File: src/rtl/pong_pkg.sv
package pong_pkg;
  typedef enum logic {
    DIR_DOWN = 1'b0,
    DIR_UP   = 1'b1
  } dir_e;
endpackage

File: src/rtl/paddle_sync.sv
module paddle_sync #(
  parameter int STAGES = 2
) (
  input  logic clk,
  input  logic rst_n,
  input  logic paddle_raw,
  output logic press
);
  localparam int LAST = STAGES - 1;

  logic [STAGES-1:0] chain_q;
  logic              last_q;

  always_ff @(posedge clk) begin
    if (!rst_n) begin
      chain_q <= '0;
      last_q  <= 1'b0;
    end else begin
      chain_q <= {chain_q[STAGES-2:0], paddle_raw};
      last_q  <= chain_q[LAST];
    end
  end

  assign press = chain_q[LAST] & ~last_q;


  press_single_chk: assert property (@(posedge clk) disable iff (!rst_n)
    press |=> !press);
endmodule

File: src/rtl/dir_ctrl.sv
module dir_ctrl
  import pong_pkg::*;
(
  input  logic clk,
  input  logic rst_n,
  input  logic press,
  input  logic at_end,
  input  logic load,
  output dir_e dir_q,
  output dir_e dir_next
);
  logic hit;

  assign hit      = press & at_end;
  assign dir_next = load ? DIR_UP : dir_e'(dir_q ^ hit);

  always_ff @(posedge clk) begin
    if (!rst_n) dir_q <= DIR_UP;
    else        dir_q <= dir_next;
  end


  hit_flip_chk: assert property (@(posedge clk) disable iff (!rst_n)
    (hit && !load) |=> (dir_q != $past(dir_q)));

  no_hit_hold_chk: assert property (@(posedge clk) disable iff (!rst_n)
    (!hit && !load) |=> $stable(dir_q));
endmodule

File: src/rtl/lane_shifter.sv
module lane_shifter
  import pong_pkg::*;
#(
  parameter int LANES = 8
) (
  input  logic             clk,
  input  logic             rst_n,
  input  logic             tick,
  input  logic             load,
  input  dir_e             dir_next,
  output logic [LANES-1:0] lanes,
  output logic             empty,
  output logic             at_hi,
  output logic             at_lo
);
  localparam int TOP = LANES - 1;

  logic [LANES-1:0] shifted;

  for (genvar i = 0; i < LANES; i++) begin : g_lane
    logic from_below, from_above;
    if (i == 0) begin : g_bot
      assign from_below = 1'b0;
    end else begin : g_bot
      assign from_below = lanes[i-1];
    end
    if (i == TOP) begin : g_top
      assign from_above = 1'b0;
    end else begin : g_top
      assign from_above = lanes[i+1];
    end
    assign shifted[i] = (dir_next == DIR_UP) ? from_below : from_above;
  end

  always_ff @(posedge clk) begin
    if (!rst_n)    lanes <= '0;
    else if (load) lanes <= LANES'(1);
    else if (tick) lanes <= shifted;
  end

  assign empty = (lanes == '0);
  assign at_hi = lanes[TOP];
  assign at_lo = lanes[0];


  one_ball_chk: assert property (@(posedge clk) disable iff (!rst_n)
    $onehot0(lanes));

  idle_hold_chk: assert property (@(posedge clk) disable iff (!rst_n)
    (!tick && !load) |=> $stable(lanes));

  serve_place_chk: assert property (@(posedge clk) disable iff (!rst_n)
    load |=> (lanes == LANES'(1)));

  fall_hi_chk: assert property (@(posedge clk) disable iff (!rst_n)
    (tick && !load && at_hi && dir_next == DIR_UP) |=> (lanes == '0));

  fall_lo_chk: assert property (@(posedge clk) disable iff (!rst_n)
    (tick && !load && at_lo && dir_next == DIR_DOWN) |=> (lanes == '0));
endmodule

File: src/rtl/pong_lane.sv
module pong_lane
  import pong_pkg::*;
#(
  parameter int LANES       = 8,
  parameter int SYNC_STAGES = 2
) (
  input  logic             clk,
  input  logic             rst_n,
  input  logic             tick,
  input  logic             paddle,
  input  logic             serve,
  output logic [LANES-1:0] lanes,
  output logic             dir_up
);
  logic press, empty, at_hi, at_lo, at_end, load;
  dir_e dir_q, dir_next;

  assign load   = serve & empty;
  assign at_end = (dir_q == DIR_UP) ? at_hi : at_lo;
  assign dir_up = (dir_q == DIR_UP);

  paddle_sync #(.STAGES(SYNC_STAGES)) u_sync (
    .clk(clk), .rst_n(rst_n), .paddle_raw(paddle), .press(press)
  );

  dir_ctrl u_dir (
    .clk(clk), .rst_n(rst_n), .press(press), .at_end(at_end),
    .load(load), .dir_q(dir_q), .dir_next(dir_next)
  );

  lane_shifter #(.LANES(LANES)) u_shift (
    .clk(clk), .rst_n(rst_n), .tick(tick), .load(load),
    .dir_next(dir_next), .lanes(lanes), .empty(empty),
    .at_hi(at_hi), .at_lo(at_lo)
  );


  serve_busy_chk: assert property (@(posedge clk) disable iff (!rst_n)
    (serve && !empty && !tick) |=> $stable(lanes));
endmodule

File: config.mk
export PLATFORM = sky130hd
export DESIGN_NAME = pong_lane
export DESIGN_NICKNAME = d
export VERILOG_FILES = /design/src/rtl/pong_pkg.sv /design/src/rtl/paddle_sync.sv /design/src/rtl/dir_ctrl.sv /design/src/rtl/lane_shifter.sv /design/src/rtl/pong_lane.sv
export SDC_FILE = /design/constraint.sdc
export NUM_CORES = 1
export LEC_CHECK = 0
export ABC_AREA = 0
export BUFFER_PORTS_ARGS = -buffer_cell sky130_fd_sc_hd__buf_2
export CORE_MARGIN = 1.5
export CORE_UTILIZATION = 40
export CTS_CLUSTER_SIZE = 14
export DETAILED_ROUTE_END_ITERATION = 16
export GPL_TIMING_DRIVEN = 0
export SLEW_MARGIN = 20
export SYNTH_ARGS = -nofsm -noshare
export SYNTH_HDL_FRONTEND = slang
export SYNTH_HIERARCHICAL = 1
export SYNTH_SLANG_ARGS = --single-unit
File: constraint.sdc
create_clock -name clk -period 2.2 [get_ports clk]
set_input_delay 0.11 -clock clk [delete_from_list [all_inputs] [get_ports clk]]
set_output_delay 0.11 -clock clk [all_outputs]
set_load 0.1 [all_outputs]
-- Word level (Yosys, flattened, before mapping)
Index checks and enable logic that the tools add are counted.
- word-level logic and storage cells: 26
- flip-flop bits (word level): 12
- input port bits: 5
- output and inout bits: 9
- multiplexer cells: 12
- bitwise gates (word level): 6
- reduce and logical (&&, ||, !) cells: 3
- operator list (cell ; count):
    $mux 1 ; 12
    $logic_not 8->1 ; 1
    $and 1x1->1 ; 3
    $not 1->1 ; 2
    $reduce_bool 2->1 ; 1
    $reduce_or 2->1 ; 1
    $xor 1x1->1 ; 1

-- Logic depth before layout (Yosys ltp)
- depth after elaboration: 8
- gate-level depth with buffers: 7
- depth with buffers taken out: 6

-- Modules after synthesis
The synthesis kept the hierarchy.
- modules (own cells, without submodules) (module ; times used ; cells an instance ; sequential area each (um^2) ; area each (um^2)):
    lane_shifter ; 1 ; 40 ; 160.2 ; 382.9
    paddle_sync ; 1 ; 7 ; 60.1 ; 92.6
    dir_ctrl ; 1 ; 6 ; 20.0 ; 62.6
    pong_lane ; 1 ; 2 ; 0.0 ; 21.3

-- Worst setup path before layout
OpenSTA, ideal clock, no wires.
- path kind: register to register
- from: reg u_shift.lanes[4]
- to: reg u_shift.lanes[0]
- arrival: 2242 ps
- path slack: -162 ps
- period minus slack after synthesis: 2362 ps
- required time: 2080 ps
- stages on the path, launching flop included: 8
- buffers on the path: 1
- setup time: 120 ps
- cells stage by stage: dfxtp_1 -> or4_1 -> nor2_1 -> and2_1 -> o21bai_2 -> buf_4 -> and3b_1 -> o31a_1
- cells in the longest elaborated chain, start to end: 6
- elaborated cells on any way between the ends: 7
- those cells by class: mux (4); bitwise (1); reduce/logical (2)
- RTL lines (what ; line ; text):
    from (decl) ; lane_shifter.sv:11 ; output logic [LANES-1:0] lanes,
    from (signal assigned) ; lane_shifter.sv:38 ; else if (tick) lanes <= shifted;
    $logic_not 8->1 ; lane_shifter.sv:41 ; assign empty = (lanes == '0);
    via empty ; pong_lane.sv:15 ; logic press, empty, at_hi, at_lo, at_end, load;
    $and 1x1->1 ; pong_lane.sv:18 ; assign load = serve & empty;
    via load ; pong_lane.sv:15 ;
    $mux 1 ; dir_ctrl.sv:15 ; assign dir_next = load ? DIR_UP : dir_e'(dir_q ^ hit);
    via dir_next ; pong_lane.sv:16 ; dir_e dir_q, dir_next;
    $mux 1 ; lane_shifter.sv:32 ; assign shifted[i] = (dir_next == DIR_UP) ? from_below : from_above;
    $mux 1 ; lane_shifter.sv:38 ;
    $mux 1 ; lane_shifter.sv:37 ; else if (load) lanes <= LANES'(1);
The timed path passes the listed nets, and every way through them passes these cells. The select of a mux whose other input is x is not followed.
A chain may end at the register's enable or synchronous reset.

-- Final worst setup path
- from: reg u_shift.lanes[0]
- to: reg u_shift.lanes[0]
The elaborated chain is that of the path after synthesis.

==> results.toml <==
[timing]
max_freq_mhz = 503
finClkSkew_ns = 0.0109
rsz0062_at_grt = "no"
fin_crit_sh_pct = 90.4
final.setup.worst_slack_ns = 0.210
hold_viol = 0
worst_slew_pin_slew_ns = 0.484
finalCriticalPeriod_ns = 1.99
maxSlewViolCount = 0
setup_viol = 0
relSlewSlack_pct = 67.9
setup_tns_ns = 0

[pwr]
p_leak_nw = 0.343
vdd_drop_max_mv = 0.333
p_total_mw = 0.570
power_density_nw_per_um2 = 828

[cells_and_area]
diodes = 0
postLayoutCoreUtil_pct = 52.9
areaGrowthSynthToFinish_pct = 23.0
layout-drive-gt1-share_pct = 45.8
final_nets = 78
layout_commonest_cell = "buf_2"
final_cell_mix = "13 x buf_2, 7 x dfxtp_2, 7 x nor2_1"

[clock_network]
clk_pin_slew_worst_paths_ns = 0.09
insertion_delay_ns = 0.28
cts_resized = 0
post_cts_buffers = 0
cts_hold_buf = 0
cts_max_level = 1
clock_tree.buffer_depth = 2
cts_tree = "done"
cts_buffers = 3
clock-sinks = 12
root_buffer = "clkbuf_4"

[critical_path]
end_kind = "register"
crit_chain = "or4_1, nor2_1, and2_1, o21bai_2, buf_4, and3b_1, o31a_1"
crit_fanout = 8
criticalPathCategory = "reg2reg"
crit_slowest_cell = "or4_1"
critPathLaunchType = "register"
crit_arrival_ns = 2.16
cpPeakStageDelay_ns = 0.50
required_ns = 2.37

[detailed_routing]
dr_wl_met3_um = 34
top_layer_used = "met4"
ant_nets = 0
wl_um = 1040
drt-met1-wl_um = 508
dr_wl_met2_um = 493
viasPerCell = 4.89
drt_iter0_markers = 0
dr.pass1.iters = 1
drc_errors = 0
vias = 425
wl_per_cell_um = 12.0

[placed_design]
routabilityCongestion = 0.696
port_buffers = 13
dpl.hpwl_um = 742
preCtsSetupSlack_ns = 0.191

[grt]
antenna_found_initial = 0
grt_use_total_pct = 16.3
overflow = 0
grt_pass1_wl_um = 1690
grt_max_degree = 11
grt_pass1_vias = 365

[hold_path]
min_path_type = "in2reg"

[logic_synthesis]
syn_area_um2 = 559
synth-seq-cells = 12
yosys_warnings = 6
synth_cell_types = 18
synth-seq-area-share_pct = 43.0
syn_nets = 60
synthCells = 55
avgSynthCellArea_um2 = 10.2

[floorplanning]
start_util_pct = 43.0
die_w_um = 40.4
dieArea_um2 = 1630
fp-row-count = 13
die_h_um = 40.4
fp.coreArea_um2 = 1300
pin_count = 14

[outcome]
status = "finished clean"

[flow_run]
drv_cap = 0
-- through the flow --
stage / area, µm² / cells / hold WS [ns]
after global placement: 652 / 83 / 0.316
after detailed placement: 652 / 83 / 0.323
after CTS: 688 / 87 / 0.0351
after global routing: 688 / 87 / 0.0298
after floorplan: 568 / 55 / 0.232
final: 688 / 87 / 0.0465
-- cell usage after synthesis --
cell type  instances  area [µm²]
or4_1              2        15.0
nor2b_4            1        13.8
a21oi_1            2        10.0
and3_4             1        11.3
nand3_1            1        5.00
nor2_1             7        26.3
a211oi_1           6        45.0
nand2b_1           2        12.5
o21ai_2            1        8.76
mux2i_1            6        60.1
dfxtp_1           12         240
and2_1             4        25.0
o31a_1             1        8.76
and3b_1            1        8.76
nor2b_1            2        12.5
o21bai_2           1        11.3
mux2_4             1        15.0
buf_4              4        30.0
-- final timing paths --
check | startpoint | end | slack (ns) | cells past startpoint
setup / recovery | u_shift/lanes[0] | u_shift/lanes[0] | 0.21 | 7
hold / removal | paddle | u_sync/chain_q[0] | 0.05 | 2
setup reg to reg | u_shift/lanes[0] | u_shift/lanes[0] | 0.21 | 7
hold reg to reg | u_sync/chain_q[0] | u_sync/chain_q[1] | 0.43 | 1
-- logic make-up after synthesis --
group / after synthesis / synth area share, %
and+or+nand+nor: 21 / 23.3
DFF: 12 / 43.0
AOI/OAI and AO/OA: 11 / 15.0
muxes: 7 / 13.4
buffers and inverters: 4 / 5.37
-- layout make-up --
| type | count | area (µm²) |
|---|---|---|
| repair buffers | 13 | 65.1 |
| flip-flops and latches | 12 | 249 |
| well taps | 15 | 18.8 |
| fillers | 135 | 613 |
| multi-input cells | 39 | 289 |
| clock buffers | 4 | 36.3 |
| plain buffers | 4 | 30.0 |
-- state kept, by name, indices dropped and copies added (netlist names) --
register and cells:
u_sync/last_q 1, u_sync/chain_q 2, u_shift/lanes 8, u_dir/dir_q 1
-- layer usage --
metal,global-route usage (%),vias up
li1,-,227
met1,20.9,190
met2,23.4,6
met5,0,-
met3,5.00,2
met4,10.0,0
-- report_power, final --
part / total [mW] / internal [mW] / switching, mW / leakage (nW)
sequential: 0.246 / 0.232 / 0.0139 / 0.100
combinational: 0.145 / 0.0374 / 0.108 / 0.221
clock: 0.178 / 0.100 / 0.0777 / 0.0210
-- critical path, delay by kind of cell (launching register included) --
kind            cells  cell delay [ns]
compound gates      2             0.38
buf+inv             1             0.19
flops               1             0.36
simple gates        4             0.95
(Power assumes the default switching activity.)
